**src/rtl/pal_pkg.sv**
```systemverilog
package pal_pkg;

  localparam int COMP_W = 8;

  typedef struct packed {
    logic              alpha;
    logic [COMP_W-1:0] red;
    logic [COMP_W-1:0] green;
    logic [COMP_W-1:0] blue;
  } pal_entry_t;

  typedef enum logic [1:0] {
    PF_RGB565  = 2'd0,
    PF_RGB555A = 2'd1,
    PF_RGB666A = 2'd2,
    PF_RGB888A = 2'd3
  } pal_fmt_e;

endpackage

```
**src/rtl/pal_decode.sv**
```systemverilog
module pal_decode
  import pal_pkg::*;
#(
  parameter int DATA_W = 32
) (
  input  pal_fmt_e          fmt_i,
  input  logic              mono_i,
  input  logic [DATA_W-1:0] data_i,
  output pal_entry_t        entry_o
);

  localparam int ALPHA_BIT = 24;

  pal_entry_t colour;

  always_comb begin
    colour = '0;
    unique case (fmt_i)
      PF_RGB565: begin
        colour.red   = {data_i[15:11], 3'b000};
        colour.green = {data_i[10:5],  2'b00};
        colour.blue  = {data_i[4:0],   3'b000};
        colour.alpha = 1'b0;
      end
      PF_RGB555A: begin
        colour.red   = {data_i[23:19], 3'b000};
        colour.green = {data_i[15:10], 2'b00};
        colour.blue  = {data_i[7:3],   3'b000};
        colour.alpha = data_i[ALPHA_BIT];
      end
      PF_RGB666A: begin
        colour.red   = {data_i[23:18], 2'b00};
        colour.green = {data_i[15:10], 2'b00};
        colour.blue  = {data_i[7:2],   2'b00};
        colour.alpha = data_i[ALPHA_BIT];
      end
      default: begin
        colour.red   = data_i[23:16];
        colour.green = data_i[15:8];
        colour.blue  = data_i[7:0];
        colour.alpha = data_i[ALPHA_BIT];
      end
    endcase
  end

  always_comb begin
    entry_o = colour;
    if (mono_i) begin
      entry_o.red   = data_i[COMP_W-1:0];
      entry_o.green = data_i[COMP_W-1:0];
      entry_o.blue  = data_i[COMP_W-1:0];
    end
  end

endmodule

```
**src/rtl/pal_seq.sv**
```systemverilog
module pal_seq
  import pal_pkg::*;
#(
  parameter int DEPTH_W  = 4,
  parameter int MAX_CODE = 3
) (
  input  logic                    clk,
  input  logic                    rst_n,
  input  logic                    start_i,
  input  logic [DEPTH_W-1:0]      depth_i,
  input  pal_fmt_e                fmt_i,
  input  logic                    mono_i,
  output pal_fmt_e                fmt_q_o,
  output logic                    mono_q_o,
  output logic                    accept_o,
  input  logic                    in_valid_i,
  output logic                    in_ready_o,
  input  pal_entry_t              entry_i,
  output logic                    wr_en_o,
  output logic [(1<<MAX_CODE)-1:0] wr_idx_o,
  output pal_entry_t              wr_data_o,
  output logic                    done_o
);

  localparam int IDX_W = 1 << MAX_CODE;
  localparam int CNT_W = IDX_W + 1;

  logic             busy;
  logic [CNT_W-1:0] cnt;
  logic [CNT_W-1:0] last_cnt;
  logic             depth_ok;
  logic             beat;
  logic             wr_last;
  logic [CNT_W-1:0] n_entries;

  always_comb begin
    depth_ok  = (depth_i >= DEPTH_W'(1)) && (depth_i <= DEPTH_W'(MAX_CODE));
    n_entries = '0;
    if (depth_ok) n_entries = CNT_W'(1) << (1 << depth_i);
  end

  assign accept_o   = start_i && !busy && depth_ok;
  assign in_ready_o = busy;
  assign beat       = in_valid_i && busy;

  always_ff @(posedge clk or negedge rst_n) begin
    if (!rst_n) begin
      busy     <= 1'b0;
      cnt      <= '0;
      last_cnt <= '0;
      fmt_q_o  <= PF_RGB565;
      mono_q_o <= 1'b0;
    end else if (accept_o) begin
      busy     <= 1'b1;
      cnt      <= '0;
      last_cnt <= n_entries - CNT_W'(1);
      fmt_q_o  <= fmt_i;
      mono_q_o <= mono_i;
    end else if (beat) begin
      cnt <= cnt + CNT_W'(1);
      if (cnt == last_cnt) busy <= 1'b0;
    end
  end

  always_ff @(posedge clk or negedge rst_n) begin
    if (!rst_n) begin
      wr_en_o   <= 1'b0;
      wr_idx_o  <= '0;
      wr_data_o <= '0;
      wr_last   <= 1'b0;
      done_o    <= 1'b0;
    end else begin
      wr_en_o <= beat;
      wr_last <= beat && (cnt == last_cnt);
      done_o  <= wr_last;
      if (beat) begin
        wr_idx_o  <= cnt[IDX_W-1:0];
        wr_data_o <= entry_i;
      end
    end
  end

  AST_NO_WR_IDLE: assert property (@(posedge clk) disable iff (!rst_n)
    wr_en_o |-> $past(busy));

  AST_DONE_AFTER_WR: assert property (@(posedge clk) disable iff (!rst_n)
    done_o |-> $past(wr_en_o));

endmodule

```
**src/rtl/pal_track.sv**
```systemverilog
module pal_track
  import pal_pkg::*;
(
  input  logic     clk,
  input  logic     rst_n,
  input  logic     accept_i,
  input  pal_fmt_e fmt_i,
  output logic     stale_o
);

  logic     have_q;
  pal_fmt_e used_q;

  always_ff @(posedge clk or negedge rst_n) begin
    if (!rst_n) begin
      have_q <= 1'b0;
      used_q <= PF_RGB565;
    end else if (accept_i) begin
      have_q <= 1'b1;
      used_q <= fmt_i;
    end
  end

  assign stale_o = !have_q || (fmt_i != used_q);

  AST_FRESH_AFTER_LOAD: assert property (@(posedge clk) disable iff (!rst_n)
    accept_i |=> (!stale_o || !$stable(fmt_i)));

endmodule

```
**src/rtl/pal_convert.sv**
```systemverilog
module pal_convert
  import pal_pkg::*;
#(
  parameter int DATA_W   = 32,
  parameter int DEPTH_W  = 4,
  parameter int MAX_CODE = 3
) (
  input  logic                     clk,
  input  logic                     rst_n,
  input  logic                     start_i,
  input  logic [1:0]               pal_fmt_i,
  input  logic                     mono_i,
  input  logic [DEPTH_W-1:0]       depth_i,
  input  logic                     in_valid_i,
  output logic                     in_ready_o,
  input  logic [DATA_W-1:0]        in_data_i,
  output logic                     wr_en_o,
  output logic [(1<<MAX_CODE)-1:0] wr_idx_o,
  output logic [24:0]              wr_data_o,
  output logic                     done_o,
  output logic                     stale_o
);

  pal_fmt_e   fmt_in;
  pal_fmt_e   fmt_q;
  logic       mono_q;
  logic       accept;
  pal_entry_t entry;
  pal_entry_t wr_entry;

  assign fmt_in = pal_fmt_e'(pal_fmt_i);

  pal_decode #(.DATA_W(DATA_W)) u_decode (
    .fmt_i   (fmt_q),
    .mono_i  (mono_q),
    .data_i  (in_data_i),
    .entry_o (entry)
  );

  pal_seq #(.DEPTH_W(DEPTH_W), .MAX_CODE(MAX_CODE)) u_seq (
    .clk        (clk),
    .rst_n      (rst_n),
    .start_i    (start_i),
    .depth_i    (depth_i),
    .fmt_i      (fmt_in),
    .mono_i     (mono_i),
    .fmt_q_o    (fmt_q),
    .mono_q_o   (mono_q),
    .accept_o   (accept),
    .in_valid_i (in_valid_i),
    .in_ready_o (in_ready_o),
    .entry_i    (entry),
    .wr_en_o    (wr_en_o),
    .wr_idx_o   (wr_idx_o),
    .wr_data_o  (wr_entry),
    .done_o     (done_o)
  );

  pal_track u_track (
    .clk      (clk),
    .rst_n    (rst_n),
    .accept_i (accept),
    .fmt_i    (fmt_in),
    .stale_o  (stale_o)
  );

  assign wr_data_o = wr_entry;

  AST_MONO_GREY: assert property (@(posedge clk) disable iff (!rst_n)
    (wr_en_o && $past(mono_q)) |->
      (wr_entry.red == wr_entry.green && wr_entry.green == wr_entry.blue));

  AST_FMT0_NO_ALPHA: assert property (@(posedge clk) disable iff (!rst_n)
    (wr_en_o && $past(fmt_q == PF_RGB565)) |-> !wr_entry.alpha);

endmodule

```
**config.mk**
```make
export PLATFORM = sky130hd
export DESIGN_NAME = pal_convert
export DESIGN_NICKNAME = d
export VERILOG_FILES = /design/src/rtl/pal_pkg.sv /design/src/rtl/pal_decode.sv /design/src/rtl/pal_seq.sv /design/src/rtl/pal_track.sv /design/src/rtl/pal_convert.sv
export SDC_FILE = /design/constraint.sdc
export NUM_CORES = 1
export LEC_CHECK = 0
export BUFFER_PORTS_ARGS = -buffer_cell sky130_fd_sc_hd__buf_2
export CORE_AREA = 4 4 79 81
export DETAILED_ROUTE_END_ITERATION = 16
export DIE_AREA = 0 0 83 85
export PLACE_DENSITY = 0.77
export SETUP_SLACK_MARGIN = 0.5
export SYNTH_ARGS = -nofsm -noshare
export SYNTH_HDL_FRONTEND = slang
export SYNTH_SLANG_ARGS = --single-unit
```
**constraint.sdc**
```tcl
create_clock -name clk -period 1.7 [get_ports clk]
set_input_delay 0.17 -clock clk [delete_from_list [all_inputs] [get_ports clk]]
set_output_delay 0.17 -clock clk [all_outputs]
set_load 0.01 [all_outputs]
```
==> flow_summary.yaml <==
cells_and_area:
  syn_to_final_growth_pct: 49.05
  fin_nets: 438
  fin_cells: 470
  nFillCells: 338
  diodes: 0
  drive_gt1_share_pct: 47.49
clock_network:
  insertion_delay_ns: 0.33
  htreeDepth: 3
  root_buffer: "clkbuf_8"
  cts_tree: "built"
  cts_made_buffers: 9
  clkTransAtPathRegs_ns: 0.07
  clk_path_buf_depth: 2
  clock_sinks: 59
placed_design:
  place_ws_ns: 0.1759
  globalplace.congestion: 0.8154
  dpl.hpwl_um: 4448
  dpl.cell_count: 421
  port-buffer-count: 72
detailed_routing:
  drc_errors: 0
  drt_first_iter_violations: 256
  wl_um: 9067
  dr.pass1.iters: 5
  num_vias: 2733
  viasPerCell: 5.815
  wire_per_inst_um: 19.29
  detail-route-antenna-nets: 0
synthesis:
  synth_seq_cells: 59
  synth.distinct_cells: 40
  synth-main-ff-cell: "dfrtp_1"
  synth_edf_count: 0
  yosysWarnings: 0
  synthArstFlopShare_pct: 100.0
  synth.cell_area_um2: 2765
  syn_inst: 287
  syn_area_per_cell_um2: 9.635
  ys_seq_area_share_pct: 53.39
global_routing:
  grt_max_degree: 60
  overflow: 0
  antenna_found_initial: 0
  grt.total_usage_pct: 19.57
  grt_pass1_wl_um: 11130
  grt_pass1_vias: 2408
floorplanning:
  die_y_um: 85
  pin_count: 80
  core-area_um2: 5473
  rows: 27
  die_x_um: 83
  die-area_um2: 7055
  start_util_pct: 50.53
sta:
  rsz0062_at_grt: "true"
  maxSlewViolCount: 0
  max_freq_ghz: 0.6788
  period_share_pct: 86.66
  hold_viol_final: 0
  timing.final.crit_period_ns: 1.473
  whs_ns: 0.05080
  skew_ns: 0.007737
  fin_setup_tns_ns: 0
  setup_ws_ns: 0.2268
  finalSetupViolations: 0
job:
  cap_violations: 0
critical_path:
  cp_max_fo: 6
  worst_setup_path_end_kind: "register"
  crit_slowest_cell: "dfrtp_2"
  worstRegToRegCells: 5
  cp.required_ns: 1.92
  crit_path_max_incr_delay_ns: 0.49
  critical_path.cell_chain: "nor2_4, buf_6, mux2i_1, o21ai_1, mux2_2"
  critPathKind: "reg2reg"
  worstPathArrival_ns: 1.69
  startpoint_type: "register"
power:
  ir_worst_vdd_mv: 0.7596
  p_leak_nw: 1.961
  p_per_area_nw_per_um2: 1831
min_path:
  hold_class: "in2reg"
  whs_path_depth: 3
outcome:
  outcome: "complete, no violations"
## cell usage after synthesis (4+ instances only)
cell | instances | area share, %
a21oi_1 | 5 | 0.90
o21ai_0 | 11 | 2.0
a211oi_1 | 10 | 2.7
xnor2_1 | 13 | 4.1
nand4_1 | 5 | 1.1
nor2_1 | 19 | 2.6
nor2b_1 | 15 | 3.4
o21ai_1 | 5 | 0.90
a221oi_1 | 4 | 1.3
o31ai_1 | 10 | 2.7
buf_2 | 6 | 1.1
clkbuf_1 | 9 | 1.2
dfrtp_1 | 59 | 53
mux2i_1 | 6 | 2.2
nand3_1 | 5 | 0.90
nand2_1 | 71 | 9.6
## registers in the layout (all words and copies together) (netlist names), 2 cells and up
name             flops
u_seq.cnt            9
u_seq.fmt_q_o        2
u_seq.last_cnt       9
u_seq.wr_data_o     25
u_seq.wr_idx_o       8
## metal layers
metal	track usage [%]	wire length [um]	vias up
li1	-	-	1186
met1	24.64	3471	1344
met2	32.07	4585	167
met3	4.951	689	36
met4	8.618	321	0
met5	0	0	-
## through the flow
step / area, um^2 / total power, mW / utilization, %
finish: 4121 / 7.545 / 75.31
global route: 4121 / 7.922 / 75.31
floorplan: 2815 / 3.939 / -
CTS: 3710 / 6.629 / 67.79
global placement: 3228 / 4.538 / 58.98
detailed placement: 3228 / 4.639 / 58.98
## path summary, 6_finish.rpt
kind	from	slack [ns]	end
max in group asynchronous	rst_n	1.05	u_seq.fmt_q_o[1]
worst max register to register	u_seq.fmt_q_o[1]	0.23	u_seq.wr_data_o[10]
worst max-delay path	u_seq.fmt_q_o[1]	0.23	u_seq.wr_data_o[10]
min in group asynchronous	rst_n	0.37	u_seq.wr_idx_o[4]
worst min-delay path	mono_i	0.05	u_seq.mono_q_o
worst min register to register	u_seq.wr_last	0.38	u_seq.done_o
## cells in the final DEF (no fill, tap or decap), types with 9 or more instances in the layout
cell,netlist,final
nand2_1,71,66
buf_2,6,72
o31ai_1,10,9
buf_4,2,21
clkbuf_8,0,10
a211oi_2,0,9
nor2_1,19,13
nor2b_1,15,14
dfrtp_1,59,48
o21ai_1,5,9
dfrtp_2,0,11
## power breakdown
| group | total, mW | switching, mW | internal (mW) | leakage, nW |
|---|---|---|---|---|
| Combinational | 3.48 | 1.75 | 1.73 | 1.10 |
| Clock | 1.56 | 0.551 | 1.01 | 0.123 |
| Sequential | 2.50 | 0.527 | 1.97 | 0.734 |
## kinds of logic (layout without fill, tap and decap cells)
family	after synthesis	after routing	synth area share, %
XOR/XNOR	16	16	5.068
flip-flops	59	59	53.39
adder cells (fa/ha/maj)	2	2	0.9048
buffers and inverters	21	130	3.665
other	1	2	0.1356
multiplexers	7	7	2.579
AO/OA/AOI/OAI	53	54	12.71
AND/OR/NAND/NOR	128	128	21.54
## timing repair
action,4_1_cts,5_1_grt
endpoints found under the setup margin,55,49
buffers inserted,15,14
endpoints found under the hold margin,59,0
cloned,1,2
hold buffers,1,0
pin swaps,14,39
gates resized for setup,22,59
## final cells by class
type | instances | area (um^2) | area share [%]
flip-flops and latches | 59 | 1490 | 36.16
multi-input cells | 209 | 1483 | 35.97
repair buffers | 111 | 798.3 | 19.37
clock buffers | 11 | 141.4 | 3.430
clock inverters | 5 | 100.1 | 2.429
well taps | 72 | 90.09 | 2.186
inverters | 3 | 18.77 | 0.4554
## worst max-delay path, delay by kind of cell, from the launching register on
| kind | cells | cell delay [ns] |
|---|---|---|
| AO/OA/AOI/OAI | 1 | 0.07 |
| buffers and inverters | 1 | 0.12 |
| flip-flops | 1 | 0.49 |
| multiplexers | 2 | 0.48 |
| AND/OR/NAND/NOR | 1 | 0.18 |
Power figures use the tool's default switching activity.
